[src/rtl/scl_timing_pkg.sv]
package scl_timing_pkg;
  typedef enum logic [1:0] {
    PH_IDLE = 2'd0,
    PH_LOW  = 2'd1,
    PH_HIGH = 2'd2
  } scl_phase_e;
endpackage

[src/rtl/scl_div_hold.sv]
module scl_div_hold #(
  parameter int FIELD_W = 16
) (
  input  logic               clk,
  input  logic               rst_n,
  input  logic               load,
  input  logic [FIELD_W-1:0] cfg_lo,
  input  logic [FIELD_W-1:0] cfg_hi,
  output logic [FIELD_W-1:0] lo_q,
  output logic [FIELD_W-1:0] hi_q
);
  always_ff @(posedge clk or negedge rst_n) begin
    if (!rst_n) begin
      lo_q <= '0;
      hi_q <= '0;
    end else if (load) begin
      lo_q <= cfg_lo;
      hi_q <= cfg_hi;
    end
  end


  hold_stable_chk: assert property (@(posedge clk) disable iff (!rst_n)
    !load |=> ($stable(lo_q) && $stable(hi_q)));
endmodule

[src/rtl/scl_phase_seq.sv]
module scl_phase_seq
  import scl_timing_pkg::*;
#(
  parameter int FIELD_W  = 16,
  parameter int SUB_LOG2 = 3,
  localparam int CW = FIELD_W + SUB_LOG2
) (
  input  logic               clk,
  input  logic               rst_n,
  input  logic               active,
  input  logic [FIELD_W-1:0] lo_q,
  input  logic [FIELD_W-1:0] hi_q,
  output scl_phase_e         phase_o,
  output logic [CW-1:0]      cnt_o,
  output logic               load_o
);
  scl_phase_e    phase_q;
  logic [CW-1:0] cnt_q;
  logic [CW-1:0] lo_last, hi_last;
  logic          last;

  assign lo_last = {lo_q, {SUB_LOG2{1'b1}}};
  assign hi_last = {hi_q, {SUB_LOG2{1'b1}}};
  assign last    = (phase_q == PH_LOW)  ? (cnt_q == lo_last) :
                   (phase_q == PH_HIGH) ? (cnt_q == hi_last) : 1'b0;
  assign load_o  = active && ((phase_q == PH_IDLE) ||
                              ((phase_q == PH_HIGH) && last));

  always_ff @(posedge clk or negedge rst_n) begin
    if (!rst_n) begin
      phase_q <= PH_IDLE;
      cnt_q   <= '0;
    end else if (!active) begin
      phase_q <= PH_IDLE;
      cnt_q   <= '0;
    end else begin
      unique case (phase_q)
        PH_IDLE: begin
          phase_q <= PH_LOW;
          cnt_q   <= '0;
        end
        PH_LOW: begin
          if (last) begin
            phase_q <= PH_HIGH;
            cnt_q   <= '0;
          end else begin
            cnt_q <= cnt_q + CW'(1);
          end
        end
        PH_HIGH: begin
          if (last) begin
            phase_q <= PH_LOW;
            cnt_q   <= '0;
          end else begin
            cnt_q <= cnt_q + CW'(1);
          end
        end
        default: begin
          phase_q <= PH_IDLE;
          cnt_q   <= '0;
        end
      endcase
    end
  end

  assign phase_o = phase_q;
  assign cnt_o   = cnt_q;


  low_count_chk: assert property (@(posedge clk) disable iff (!rst_n)
    (active && phase_q == PH_LOW && !last) |=>
      (phase_q == PH_LOW && cnt_q == $past(cnt_q) + CW'(1)));


  high_to_low_chk: assert property (@(posedge clk) disable iff (!rst_n)
    (active && phase_q == PH_HIGH && last) |=> (phase_q == PH_LOW && cnt_q == '0));
endmodule

[src/rtl/scl_strobe_dec.sv]
module scl_strobe_dec
  import scl_timing_pkg::*;
#(
  parameter int FIELD_W  = 16,
  parameter int SUB_LOG2 = 3,
  localparam int CW = FIELD_W + SUB_LOG2
) (
  input  scl_phase_e         phase,
  input  logic [CW-1:0]      cnt,
  input  logic [FIELD_W-1:0] lo_q,
  input  logic [FIELD_W-1:0] hi_q,
  output logic               scl_o,
  output logic               stb_fall,
  output logic               stb_change,
  output logic               stb_rise,
  output logic               stb_sample
);
  logic [CW-1:0] lo_mid, hi_mid;

  assign lo_mid = CW'({1'b0, lo_q} + 1'b1) << (SUB_LOG2 - 1);
  assign hi_mid = CW'({1'b0, hi_q} + 1'b1) << (SUB_LOG2 - 1);

  always_comb begin
    scl_o      = (phase != PH_LOW);
    stb_fall   = (phase == PH_LOW)  && (cnt == '0);
    stb_change = (phase == PH_LOW)  && (cnt == lo_mid);
    stb_rise   = (phase == PH_HIGH) && (cnt == '0);
    stb_sample = (phase == PH_HIGH) && (cnt == hi_mid);
  end
endmodule

[src/rtl/scl_phase_timer.sv]
module scl_phase_timer #(
  parameter int FIELD_W  = 16,
  parameter int SUB_LOG2 = 3,
  localparam int DIV_W = 2 * FIELD_W,
  localparam int CW    = FIELD_W + SUB_LOG2
) (
  input  logic             clk,
  input  logic             rst_n,
  input  logic             en,
  input  logic             run_req,
  input  logic [DIV_W-1:0] div_cfg,
  output logic             scl_o,
  output logic             stb_fall,
  output logic             stb_change,
  output logic             stb_rise,
  output logic             stb_sample
);
  import scl_timing_pkg::*;

  logic               active, load;
  logic [FIELD_W-1:0] lo_q, hi_q;
  scl_phase_e         phase;
  logic [CW-1:0]      cnt;

  assign active = en && run_req;

  initial begin
    sub_log2_min_chk: assert (SUB_LOG2 >= 1);
  end

  scl_div_hold #(.FIELD_W(FIELD_W)) u_hold (
    .clk    (clk),
    .rst_n  (rst_n),
    .load   (load),
    .cfg_lo (div_cfg[FIELD_W-1:0]),
    .cfg_hi (div_cfg[DIV_W-1:FIELD_W]),
    .lo_q   (lo_q),
    .hi_q   (hi_q)
  );

  scl_phase_seq #(.FIELD_W(FIELD_W), .SUB_LOG2(SUB_LOG2)) u_seq (
    .clk     (clk),
    .rst_n   (rst_n),
    .active  (active),
    .lo_q    (lo_q),
    .hi_q    (hi_q),
    .phase_o (phase),
    .cnt_o   (cnt),
    .load_o  (load)
  );

  scl_strobe_dec #(.FIELD_W(FIELD_W), .SUB_LOG2(SUB_LOG2)) u_dec (
    .phase      (phase),
    .cnt        (cnt),
    .lo_q       (lo_q),
    .hi_q       (hi_q),
    .scl_o      (scl_o),
    .stb_fall   (stb_fall),
    .stb_change (stb_change),
    .stb_rise   (stb_rise),
    .stb_sample (stb_sample)
  );


  idle_release_chk: assert property (@(posedge clk) disable iff (!rst_n)
    !active |=> (scl_o && !stb_fall && !stb_change && !stb_rise && !stb_sample));


  fall_marked_chk: assert property (@(posedge clk) disable iff (!rst_n)
    $fell(scl_o) |-> stb_fall);


  rise_marked_chk: assert property (@(posedge clk) disable iff (!rst_n)
    $rose(scl_o) && $past(active) |-> stb_rise);


  start_low_chk: assert property (@(posedge clk) disable iff (!rst_n)
    (active && scl_o && !stb_rise && !stb_sample && $past(!active)) |=> !scl_o);
endmodule

[config.mk]
export PLATFORM = sky130hd
export DESIGN_NAME = scl_phase_timer
export DESIGN_NICKNAME = d
export VERILOG_FILES = /design/src/rtl/scl_timing_pkg.sv /design/src/rtl/scl_div_hold.sv /design/src/rtl/scl_phase_seq.sv /design/src/rtl/scl_strobe_dec.sv /design/src/rtl/scl_phase_timer.sv
export SDC_FILE = /design/constraint.sdc
export NUM_CORES = 1
export LEC_CHECK = 0
export CORE_UTILIZATION = 40
export DETAILED_ROUTE_END_ITERATION = 8
export GPL_TIMING_DRIVEN = 1
export PLACE_DENSITY = 0.64
export SLEW_MARGIN = 15
export SYNTH_ARGS = -nofsm -noshare
export SYNTH_HDL_FRONTEND = slang
export SYNTH_HIERARCHICAL = 1
export SYNTH_SLANG_ARGS = --single-unit
export TNS_END_PERCENT = 1
[constraint.sdc]
create_clock -name clk -period 2.8 [get_ports clk]
set_clock_uncertainty 0.15 [all_clocks]
set_input_delay 0.56 -clock clk [delete_from_list [all_inputs] [get_ports clk]]
set_output_delay 0.56 -clock clk [all_outputs]
set_load 0.05 [all_outputs]
# After elaboration in Yosys (flattened, before gate mapping)
# Cells that the tools add are included.
# W data, S select, Z words.
[totals] register_bits=53 word_cells=37 in_bits=36 output_inout_bits=5
[classes] eq_ne=9 muxes=9 add_sub_neg=3 reduce_logical=12
[ops] cell="$eq A19 B19 Y1" n=4
[ops] cell="$mux W19" n=3
[ops] cell="$add A16 B1 Y17 const B" n=2
[ops] cell="$add A19 B1 Y19 const B" n=1
[ops] cell="$logic_not A19 Y1" n=1
[ops] cell="$logic_and A1 B1 Y1" n=7
[ops] cell="$mux W2" n=3
[ops] cell="$ne A3 B3 Y1 const B" n=2
[ops] cell="$pmux W2 S3" n=1
[ops] cell="$eq A2 B1 Y1 const B" n=1
[ops] cell="$eq A2 B2 Y1 const B" n=1
[ops] cell="$logic_not A2 Y1" n=1
[ops] cell="$mux W1" n=2
[ops] cell="$ne A2 B1 Y1 const B" n=1
[ops] cell="$reduce_and A2 Y1" n=1
[ops] cell="$reduce_or A2 Y1" n=1
[ops] cell="$logic_or A1 B1 Y1" n=1

# Logic depth before layout (Yosys ltp)
[depth] word_depth=6 depth_mapped=11 depth_no_buf=9

# Cells and area by module
# The synthesis kept the hierarchy.
[modules_own_cells] mod="scl_phase_seq" seq_area_each_um2=525.5 instances=1 area_each_um2=1545.2 cells_each=163
[modules_own_cells] mod="scl_div_hold" seq_area_each_um2=800.8 instances=1 area_each_um2=1345.0 cells_each=68
[modules_own_cells] mod="scl_strobe_dec" seq_area_each_um2=0.0 instances=1 area_each_um2=1202.4 cells_each=175
[modules_own_cells] mod="scl_phase_timer" seq_area_each_um2=0.0 instances=1 area_each_um2=6.3 cells_each=1

# Least setup slack after synthesis
# No wires, ideal clock.
[synth_path] path_kind="reg2out" from="register u_hold.lo_q[0]" to="output port stb_change" path_buffers=0 setup_slack_ns=-1.036 path_stages_with_launch=7 t_required_ns=2.090 t_arrival_ns=3.126 cell_sequence="dfrtp_1 > ha_1 > nand3_1 > or4_1 > a22oi_1 > o2111ai_1 > nor4_1"
[synth_via] elab_chain_len=3
[synth_rtl] element="start, declared" line="scl_div_hold.sv:9" source="output logic [FIELD_W-1:0] lo_q,"
[synth_rtl] element="start signal, assigned" line="scl_div_hold.sv:17" source="lo_q <= cfg_lo;"
[synth_rtl] element="$add A16 B1 Y17" line="scl_strobe_dec.sv:20" source="assign lo_mid = CW'({1'b0, lo_q} + 1'b1) << (SUB_LOG2 - 1);"
[synth_rtl] element="$eq A19 B19 Y1" line="scl_strobe_dec.sv:26" source="stb_change = (phase == PH_LOW) && (cnt == lo_mid);"
[synth_rtl] element="$logic_and A1 B1 Y1" line="scl_strobe_dec.sv:26"
[synth_rtl] element="end, declared" line="scl_phase_timer.sv:14" source="output logic stb_change,"
# Every way passes these cells.

# Worst setup path in the final report
[layout_path] from="register u_hold.hi_q[1]" to="output port stb_sample"
[layout_via] elab_chain_len=3
[layout_rtl] element="start, declared" line="scl_div_hold.sv:10" source="output logic [FIELD_W-1:0] hi_q"
[layout_rtl] element="start signal, assigned" line="scl_div_hold.sv:18" source="hi_q <= cfg_hi;"
[layout_rtl] element="$add A16 B1 Y17" line="scl_strobe_dec.sv:21" source="assign hi_mid = CW'({1'b0, hi_q} + 1'b1) << (SUB_LOG2 - 1);"
[layout_rtl] element="$eq A19 B19 Y1" line="scl_strobe_dec.sv:28" source="stb_sample = (phase == PH_HIGH) && (cnt == hi_mid);"
[layout_rtl] element="$logic_and A1 B1 Y1" line="scl_strobe_dec.sv:28"
[layout_rtl] element="end, declared" line="scl_phase_timer.sv:16" source="output logic stb_sample"
# Every way passes these cells.

==> impl_metrics.ini <==
[outcome]
status = complete, but fails checks
failed_checks = hold timing, setup timing

[setup_path]
arrival_ns = 2.47
worstPathRequired_ns = 2.09
criticalPathCategory = flop to primary output
start_kind = flop
critPathMaxFanout = 3
crit_path_end_kind = primary output

[drt]
wl_um = 9860
dr_total_vias = 3374
remaining_drc_errors = 0
ant_nets = 0
viasPerCell = 5.30
routedWlPerCell_um = 15.5
drt-initial-drc-count = 116
first_pass_iters = 4

[sta]
clock.fmax_mhz = 314
slew_viol_final = 0
hold_slack_ns = -0.00916
hold_viol = 10
setup_viol = 4
fin_crit_sh_pct = 114
post-route-min-period_ns = 3.18
grt_setup_unrepaired = yes
slew_headroom_pct = 67.4
setup_ws_ns = -0.381
tightest_slew_ns = 0.488

[logic_synthesis]
synth_seq_cells = 53
synth_seq_area_share_pct = 32.4
synth_cells = 407
synth_top_area_share_pct = 32.4
synth_edf_count = 0
yosys.area.top_type = dfrtp_1
synth_cell_types = 54
synth_nets = 450
netlist_area_sq_um = 4100
synthTopCellsByArea = dfrtp_1, xnor2_1, mux2_4, xor2_1, nor2_1
yosysWarningCount = 6
synth_area_per_cell_sq_um = 10.1
ys_async_sr_fraction_pct = 100
ys.flop_type = dfrtp_1

[die]
core_sq_um = 9860
die_height_um = 103
start_util_pct = 41.6
dieArea_sq_um = 10700
boundaryPins = 41
die_w_um = 103
num_rows = 36

[global_route]
grt_pass1_vias = 3389
grt_max_degree = 33
gr-total-overflow = 0
antenna_found_initial = 0
grt_pass1_wl_um = 16000
track_usage_pct = 19.4

[clock_tree]
cts_tree = yes
h-tree-depth = 2
clk_pin_slew_worst_paths_ns = 0.10
cts_max_path_buffers = 2
cts_hold_buf = 0
clk_latency_ns = 0.31
clock-sinks = 53
numCtsBuffers = 5
ctsRootBufferMaster = clkbuf_8

[flow_run]
maxCapViolCount = 0

[placement]
routabilityCongestion = 0.921
dpl.hpwl_um = 7430
io_buffers = 40

[final_layout]
final_cell_mix = buf_4, xnor2_1, dfrtp_1
antenna_cells = 0
syn_to_final_growth_pct = 30.4
layout.nets = 546
layout_commonest_cell = buf_4
drive_gt1_share_pct = 31.3
n_fill_cell = 877

[power]
cellLeakagePower_nw = 2.11
ir_drop_v = 0.000351
total_power_mw = 2.53
p_per_area_nw_per_um2 = 473

[worst_hold_path]
min_path_type = primary input to asynchronous set/reset pin
## kinds of logic after synthesis
kind of cell | synth area share (%)
xor gates and xnor gates | 17.9
buffers and inverters | 5.28
DFF | 32.4
adders and majority gates | 2.14
and+or+nand+nor | 22.5
AOI/OAI and AO/OA | 7.27
muxes | 12.5
## per-stage QoR
| step | setup slack (ns) | TNS [ns] | util [%] | instance area [sq um] | std cells |
|---|---|---|---|---|---|
| after global placement | -0.0968 | -0.154 | 51.8 | 5100 | 629 |
| final | -0.381 | -0.801 | 54.2 | 5350 | 637 |
| after floorplan | -0.235 | -0.454 | - | 4140 | 407 |
| after CTS | -0.374 | -0.746 | 53.7 | 5300 | 637 |
| after detailed placement | -0.118 | -0.206 | 51.8 | 5100 | 629 |
| after global routing | -0.471 | -1.24 | 54.2 | 5350 | 637 |
## sequential cells by signal (all words and copies together) (netlist names)
register and count:
u_hold/hi_q 16, u_seq/phase_o 2, u_seq/cnt_o 19, u_hold/lo_q 16
## power breakdown
| part | internal [mW] | switching (mW) |
|---|---|---|
| clock network | 0.292 | 0.266 |
| logic | 0.553 | 0.460 |
| registers | 0.862 | 0.0956 |
| total | 1.71 | 0.822 |
## worst max-delay path: stages (launching register included)
cell and delay, ns:
dfrtp_2 0.44, ha_4 0.17, nor2_1 0.15, a211o_1 0.12, a21oi_1 0.05, or4_1 0.53, nand4b_1 0.23, a2111oi_4 0.28
buf_12 0.18
## layout make-up
cell class	count	area [sq um]	area share (%)
multi-input cells	323	2720	50.8
flip-flops and latches	53	1330	25.0
repair buffers	108	966	18.1
well taps	133	166	3.11
clock buffers	7	86.3	1.62
inverters	12	45.0	0.843
clock inverters	1	30.0	0.562
## final timing paths
check                                                start                           to  slack, ns  cells past startpoint
worst max-delay path            u_hold/hi_q[1]$_DFFE_PN0P_                   stb_sample      -0.38                      8
worst min-delay path                                 rst_n   u_hold/hi_q[9]$_DFFE_PN0P_     -0.009                      1
worst max register to register  u_hold/hi_q[4]$_DFFE_PN0P_  u_hold/hi_q[15]$_DFFE_PN0P_       0.16                     10
worst min register to register  u_hold/lo_q[6]$_DFFE_PN0P_   u_hold/lo_q[6]$_DFFE_PN0P_       0.43                      1
max in group asynchronous                            rst_n   u_hold/lo_q[3]$_DFFE_PN0P_       1.90                      2
min in group clk                u_hold/lo_q[6]$_DFFE_PN0P_   u_hold/lo_q[6]$_DFFE_PN0P_       0.43                      1
## cells in the mapped netlist, types with 6 or more instances
master / n
inv_1: 12
o21ai_0: 6
dfrtp_1: 53
nand3_1: 11
nor3_1: 13
xor2_1: 24
a21oi_1: 6
buf_2: 7
nor2_4: 8
nand2_1: 28
ha_1: 7
xnor2_1: 60
nor2_1: 33
nand4_1: 16
nor4_1: 6
mux2_4: 30
## what timing repair did
item | in CTS | in global routing
pin swaps | 5 | 3
gates resized for setup | 17 | 8
buffers inserted | 0 | 0
endpoints found under the setup margin | 4 | 19
## layer usage
metal | vias up | routed length, um | global-route usage [%] | share of wire (%)
li1 | 1628 | - | - | -
met1 | 1671 | 4320 | 23.5 | 44
met2 | 62 | 5040 | 35.4 | 51
met3 | 13 | 320 | 2.49 | 3.2
met4 | 0 | 171 | 7.15 | 1.7
met5 | - | 0 | 0 | 0
Note: power is estimated with default switching activity, not from simulation.
